==> src/rtl/cap_pkg.sv <==
`timescale 1ns/1ps
package cap_pkg;
  localparam int unsigned CAP_NCH = 2;

  // One-cycle edge indications produced after synchronisation
  typedef struct packed {
    logic rise;
    logic fall;
  } cap_edge_t;
endpackage

==> src/rtl/cap_edge_det.sv <==
`timescale 1ns/1ps
module cap_edge_det #(
  parameter int unsigned SYNC_STAGES = 2
) (
  input  logic             clk_i,
  input  logic             rst_ni,
  input  logic             din_i,
  output cap_pkg::cap_edge_t edge_o
);
  localparam int unsigned TOP = SYNC_STAGES - 1;

  logic [TOP:0] sync_q, sync_d;
  logic         prev_q, prev_d;

  always_comb begin
    sync_d[0] = din_i;
    for (int k = 1; k <= int'(TOP); k++) begin
      sync_d[k] = sync_q[k-1];
    end
    prev_d = sync_q[TOP];
  end

  always_ff @(posedge clk_i or negedge rst_ni) begin
    if (!rst_ni) begin
      sync_q <= '0;
      prev_q <= 1'b0;
    end else begin
      sync_q <= sync_d;
      prev_q <= prev_d;
    end
  end

  assign edge_o.rise = sync_q[TOP] & ~prev_q;
  assign edge_o.fall = ~sync_q[TOP] & prev_q;
endmodule

==> src/rtl/cap_timer_pair.sv <==
`timescale 1ns/1ps
module cap_timer_pair #(
  parameter int unsigned CW = 16
) (
  input  logic            clk_i,
  input  logic            rst_ni,
  input  logic [1:0]      run_i,
  input  logic [2*CW-1:0] period_i,
  input  logic            cascade_i,
  input  logic [1:0]      reload_i,
  output logic [2*CW-1:0] cnt_o
);
  localparam int unsigned PW = 2 * CW;
  localparam logic [CW-1:0] ONE = CW'(1);

  logic [PW-1:0] cnt_q, cnt_d;
  logic          cnt_en;
  logic [CW-1:0] lo_q, hi_q;

  assign lo_q = cnt_q[CW-1:0];
  assign hi_q = cnt_q[PW-1:CW];

  always_comb begin
    cnt_d = cnt_q;
    if (cascade_i) begin
      // Joined counter: lower half steps every clock, upper on lower wrap
      if (reload_i[0]) begin
        cnt_d = period_i;
      end else if (run_i[0]) begin
        if (cnt_q == '0) begin
          cnt_d = period_i;
        end else begin
          cnt_d[CW-1:0] = lo_q - ONE;
          if (lo_q == '0) cnt_d[PW-1:CW] = hi_q - ONE;
        end
      end
    end else begin
      for (int ch = 0; ch < 2; ch++) begin
        if (reload_i[ch]) begin
          cnt_d[ch*CW +: CW] = period_i[ch*CW +: CW];
        end else if (run_i[ch]) begin
          if (cnt_q[ch*CW +: CW] == '0) cnt_d[ch*CW +: CW] = period_i[ch*CW +: CW];
          else                          cnt_d[ch*CW +: CW] = cnt_q[ch*CW +: CW] - ONE;
        end
      end
    end
    cnt_en = (cnt_d != cnt_q);
  end

  always_ff @(posedge clk_i or negedge rst_ni) begin
    if (!rst_ni)     cnt_q <= '0;
    else if (cnt_en) cnt_q <= cnt_d;
  end

  assign cnt_o = cnt_q;
endmodule

==> src/rtl/cap_latch_chan.sv <==
`timescale 1ns/1ps
module cap_latch_chan #(
  parameter int unsigned LW = 32
) (
  input  logic               clk_i,
  input  logic               rst_ni,
  input  cap_pkg::cap_edge_t edge_i,
  input  logic               en_i,
  input  logic               rise_ie_i,
  input  logic               fall_ie_i,
  input  logic               clr_i,
  input  logic [LW-1:0]      value_i,
  output logic [LW-1:0]      rise_lat_o,
  output logic [LW-1:0]      fall_lat_o,
  output logic               flag_o
);
  logic [LW-1:0] rise_q, fall_q;
  logic          flag_q, flag_d, flag_set;
  logic          rise_hit, fall_hit;

  always_comb begin
    rise_hit = edge_i.rise & en_i;
    fall_hit = edge_i.fall & en_i;
    flag_set = (rise_hit & rise_ie_i) | (fall_hit & fall_ie_i);
    flag_d   = flag_set | (flag_q & ~clr_i);
  end

  always_ff @(posedge clk_i or negedge rst_ni) begin
    if (!rst_ni) begin
      rise_q <= '0;
      fall_q <= '0;
      flag_q <= 1'b0;
    end else begin
      if (rise_hit) rise_q <= value_i;
      if (fall_hit) fall_q <= value_i;
      flag_q <= flag_d;
    end
  end

  assign rise_lat_o = rise_q;
  assign fall_lat_o = fall_q;
  assign flag_o     = flag_q;
endmodule

==> src/rtl/cap_capture_unit.sv <==
`timescale 1ns/1ps
module cap_capture_unit #(
  parameter int unsigned CW          = 16,
  parameter int unsigned SYNC_STAGES = 2
) (
  input  logic              clk_i,
  input  logic              rst_ni,
  input  logic [1:0]        run_i,
  input  logic [2*CW-1:0]   period_i,
  input  logic              cascade_i,
  input  logic [1:0]        cap_en_i,
  input  logic [1:0]        reload_en_i,
  input  logic [1:0]        rise_ie_i,
  input  logic [1:0]        fall_ie_i,
  input  logic [1:0]        flag_clr_i,
  input  logic [1:0]        cap_i,
  output logic [2*CW-1:0]   cnt_o,
  output logic [4*CW-1:0]   rise_lat_o,
  output logic [4*CW-1:0]   fall_lat_o,
  output logic [1:0]        cap_flag_o
);
  localparam int unsigned LW = 2 * CW;

  cap_pkg::cap_edge_t edge_v [cap_pkg::CAP_NCH];
  logic [LW-1:0]      value_v [cap_pkg::CAP_NCH];
  logic [1:0]         rise_v, en_eff, reload_v;

  cap_timer_pair #(.CW(CW)) i_timer (
    .clk_i     (clk_i),
    .rst_ni    (rst_ni),
    .run_i     (run_i),
    .period_i  (period_i),
    .cascade_i (cascade_i),
    .reload_i  (reload_v),
    .cnt_o     (cnt_o)
  );

  for (genvar g = 0; g < int'(cap_pkg::CAP_NCH); g++) begin : g_chan
    cap_edge_det #(.SYNC_STAGES(SYNC_STAGES)) i_edge (
      .clk_i  (clk_i),
      .rst_ni (rst_ni),
      .din_i  (cap_i[g]),
      .edge_o (edge_v[g])
    );

    if (g == 0) begin : g_low
      assign en_eff[g]  = cap_en_i[g];
      assign value_v[g] = cascade_i ? cnt_o : {{CW{1'b0}}, cnt_o[CW-1:0]};
    end else begin : g_high
      // Channel 1 gives its counter away while cascaded
      assign en_eff[g]  = cap_en_i[g] & ~cascade_i;
      assign value_v[g] = {{CW{1'b0}}, cnt_o[LW-1:CW]};
    end

    assign rise_v[g]   = edge_v[g].rise;
    assign reload_v[g] = edge_v[g].rise & en_eff[g] & reload_en_i[g];

    cap_latch_chan #(.LW(LW)) i_latch (
      .clk_i      (clk_i),
      .rst_ni     (rst_ni),
      .edge_i     (edge_v[g]),
      .en_i       (en_eff[g]),
      .rise_ie_i  (rise_ie_i[g]),
      .fall_ie_i  (fall_ie_i[g]),
      .clr_i      (flag_clr_i[g]),
      .value_i    (value_v[g]),
      .rise_lat_o (rise_lat_o[g*LW +: LW]),
      .fall_lat_o (fall_lat_o[g*LW +: LW]),
      .flag_o     (cap_flag_o[g])
    );
  end
endmodule

==> config.mk <==
export PLATFORM = sky130hd
export DESIGN_NAME = cap_capture_unit
export DESIGN_NICKNAME = d
export VERILOG_FILES = /design/src/rtl/cap_pkg.sv /design/src/rtl/cap_edge_det.sv /design/src/rtl/cap_timer_pair.sv /design/src/rtl/cap_latch_chan.sv /design/src/rtl/cap_capture_unit.sv
export SDC_FILE = /design/constraint.sdc
export NUM_CORES = 1
export LEC_CHECK = 0
export BUFFER_PORTS_ARGS = -buffer_cell sky130_fd_sc_hd__buf_2
export CORE_ASPECT_RATIO = 1.5
export CORE_MARGIN = 1.5
export CORE_UTILIZATION = 47
export CTS_CLUSTER_DIAMETER = 200
export DETAILED_ROUTE_END_ITERATION = 10
export PLACE_DENSITY = 0.84
export SLEW_MARGIN = 20
export SYNTH_ARGS = -nofsm -noshare
export SYNTH_HDL_FRONTEND = slang
export SYNTH_SLANG_ARGS = --single-unit
==> constraint.sdc <==
create_clock -name clk_i -period 2.34 [get_ports clk_i]
set_input_delay 0.351 -clock clk_i [delete_from_list [all_inputs] [get_ports clk_i]]
set_output_delay 0.351 -clock clk_i [all_outputs]
set_load 0.01 [all_outputs]
==> results.toml <==
[outcome]
status = "finished clean"

[logic_synthesis]
postSynth.asyncResetShare_pct = 100
avgSynthCellArea_um2 = 9.79
ys_ff_latch = 136
syn_area_um2 = 7270
synthDistinctLibCells = 77
yosysWarnings = 0
synth_edf_count = 0
synth_ff_type = "dfrtp_1"
synthCells = 742
ys_seq_area_share_pct = 46.8

[drt]
drtAntennaViolNets = 0
initialDrtViolationCount = 541
post_drt_wl_per_cell_um = 19.1
vias = 6606
dr.pass1.iters = 5
drc = 0
viasPerCell = 5.69
wl_mm = 22.1

[setup_path]
start_kind = "register"
critical_path_class = "register to register"
critPathRequiredTime_ps = 2650
cp.arrival_ps = 2600
cp-end-kind = "register"
crit_path_max_fanout = 5

[floorplan]
die-area_um2 = 16200
rows = 55
pin_count = 211
die_h_um = 155
coreArea_um2 = 15100
initial_core_util_pct = 48.2
die_x_um = 105

[power]
power_density_nw_per_um2 = 1010
power_frac_seq_pct = 36.5
ir_worst_vdd_uv = 551
power.leakage_uw = 0.00438
combPwrFrac_pct = 33.4
p_int_uw = 6090
power.share.switching_pct = 34.4
switchingPower_uw = 3190
power.share.clock_pct = 30.2
report.power.total_uw = 9280

[timing]
slew_headroom_pct = 62.9
finClkSkew_ps = 10.6
worst_pin_slew_ps = 552
rsz0062_at_grt = "yes"
fin_crit_ps = 2290
drv_slew = 0
post-route-period-util_pct = 97.8
setup_slack_ps = 52.4
finalSetupViolations = 0
hold_violations = 0
fmax_ghz = 0.437

[global_routing]
grt_max_degree = 54
grt_remaining_overflow = 0
grt_pass1_vias = 6573
grt_pass1_wl_mm = 34.6
grt_util_all_layers_pct = 27.5
antenna_found_initial = 3

[clocking]
cts_root_buf = "clkbuf_16"
cts_tree = "done"
clk_latency_ps = 410
ctsHtreeMaxLevel = 4
cts.sinks = 136
clk_pin_slew_worst_paths_ps = 60
cts_made_buffers = 17
cts_buffer_depth = 2

[placed_design]
place_congestion = 1.01
io_buffer_count = 178
dpl.hpwl_mm = 15.9
dp_slack_ps = -18.7
postPlaceCellArea_um2 = 8530
placedCellCount = 1118

[cells_and_area]
nets = 996
area_growth_pct = 27.0
nFillCells = 1213
stdcell_count = 1160
fin_util_pct = 61.2
drive_above_1_share_pct = 40.1
final_cell_area_um2 = 9230

[min_path]
hold_class = "input port to register"

[flow_run]
drv_cap = 0
==> what timing repair did <==
item / 4_1_cts / 5_1_grt
resized for setup: 1 / 7
endpoints found under the setup margin: 4 / 7
buffers inserted: 2 / 4
endpoints found under the hold margin: 50 / 0
pin swaps: 3 / 6
hold buffers: 1 / 0
gates cloned: 0 / 0
==> worst paths after layout <==
check                                           startpoint  depth (start not counted)  slack (ps)                               end
worst min register to register  g_chan[1].i_edge.sync_q[0]                          0         360        g_chan[1].i_edge.sync_q[1]
worst max-delay path                     i_timer.cnt_o[16]                         10          50                 i_timer.cnt_o[28]
worst max register to register           i_timer.cnt_o[16]                         10          50                 i_timer.cnt_o[28]
max in group asynchronous                           rst_ni                          3        1150  g_chan[0].i_latch.rise_lat_o[14]
min in group asynchronous                           rst_ni                          2         460   g_chan[1].i_latch.fall_lat_o[2]
worst min-delay path                              cap_i[0]                          1          40        g_chan[0].i_edge.sync_q[0]
==> cell usage in the layout, fill, tap and decap left out, drive strengths merged, types with 7 or more instances in the layout <==
master / synthesis / layout
nor3: 22 / 22
inv: 13 / 16
conb: 1 / 32
xnor2: 7 / 7
nand2: 95 / 95
clkbuf: 41 / 19
nand3: 16 / 16
o221ai: 9 / 9
a211oi: 12 / 12
nor2: 47 / 47
and3: 9 / 9
nand4: 9 / 9
o22ai: 8 / 8
mux2: 64 / 64
buf: 64 / 257
a21oi: 21 / 21
or4: 8 / 8
nor4: 12 / 12
o21ai: 66 / 66
dfrtp: 136 / 136
==> worst max-delay path, cell delays in order, from the launching register on <==
cell     delay [ps]
dfrtp_1         410
inv_4            70
ha_4            150
or3b_4          400
nor4_4          380
buf_4           170
buf_4           110
nand3_1          60
a21oi_1         140
nor2_1           50
o31ai_1         240
==> registers in the layout, indices dropped and copies added, names as in the netlist <==
| name | count |
|---|---|
| g_chan.i_edge.prev_q | 2 |
| i_timer.cnt_o | 32 |
| g_chan.i_latch.rise_lat_o | 48 |
| g_chan.i_latch.fall_lat_o | 48 |
| g_chan.i_edge.sync_q | 4 |
| g_chan.i_latch.flag_o | 2 |
==> stage by stage <==
stage	hold WS (ps)	TNS, ps
3_3_place_gp	325	0
2_1_floorplan	55.4	-4.28
4_1_cts	25.8	0
6_report	40.1	0
3_5_place_dp	329	-31.7
5_1_grt	18.5	-46.4
==> final cells by class <==
cell class / instances / area, um^2 / area share [%]
antenna: 3 / 7.51 / 0.0813
clock buffer: 19 / 443 / 4.80
clock inverter: 13 / 169 / 1.83
inverter: 14 / 55.1 / 0.597
multi-input combinational: 518 / 3390 / 36.7
sequential: 136 / 3400 / 36.9
tap: 199 / 249 / 2.70
timing repair buffer: 258 / 1510 / 16.4
==> cells in the mapped netlist, types with 10 or more instances <==
library cell  number  area share, %
dfrtp_1          136             47
o21ai_0           58            4.0
a21oi_1           20            1.4
nor2_1            45            2.3
nand2_1           93            4.8
clkbuf_1          41            2.1
mux2_2            62            9.6
nor3_1            22            1.5
buf_4             50            5.2
nand3_1           16            1.1
inv_1             13           0.67
a211oi_1          10            1.0
==> power groups by stage <==
stage / logic, uW / clock network, uW / registers, uW
global placement: 2960 / 0 / 3390
detailed placement: 3040 / 0 / 3420
global route: 3320 / 2950 / 3460
floorplan: 1510 / 0 / 3670
CTS: 3070 / 2840 / 3380
finish: 3100 / 2800 / 3380
==> kinds of logic (layout without fill, tap and decap cells) <==
logic type | Yosys count | count (layout) | share of synthesized area [%]
adder cells (fa/ha/maj) | 2 | 2 | 0.344
multiplexers | 66 | 66 | 10.2
flip-flops | 136 | 136 | 46.8
buffers and inverters | 119 | 304 | 9.18
XOR/XNOR | 10 | 10 | 1.21
AND/OR/NAND/NOR | 242 | 242 | 16.9
AO/OA/AOI/OAI | 166 | 166 | 15.2
other | 1 | 35 | 0.0516
==> metal layers <==
| metal | part of all wire, % | global-route usage (%) | wire length, um |
|---|---|---|---|
| met2 | 51 | 47.6 | 11300 |
| met3 | 6.5 | 5.66 | 1430 |
| met5 | 0 | 0 | 0 |
| met4 | 4.7 | 16.3 | 1040 |
| met1 | 38 | 31.2 | 8300 |
(Power assumes the default switching activity.)
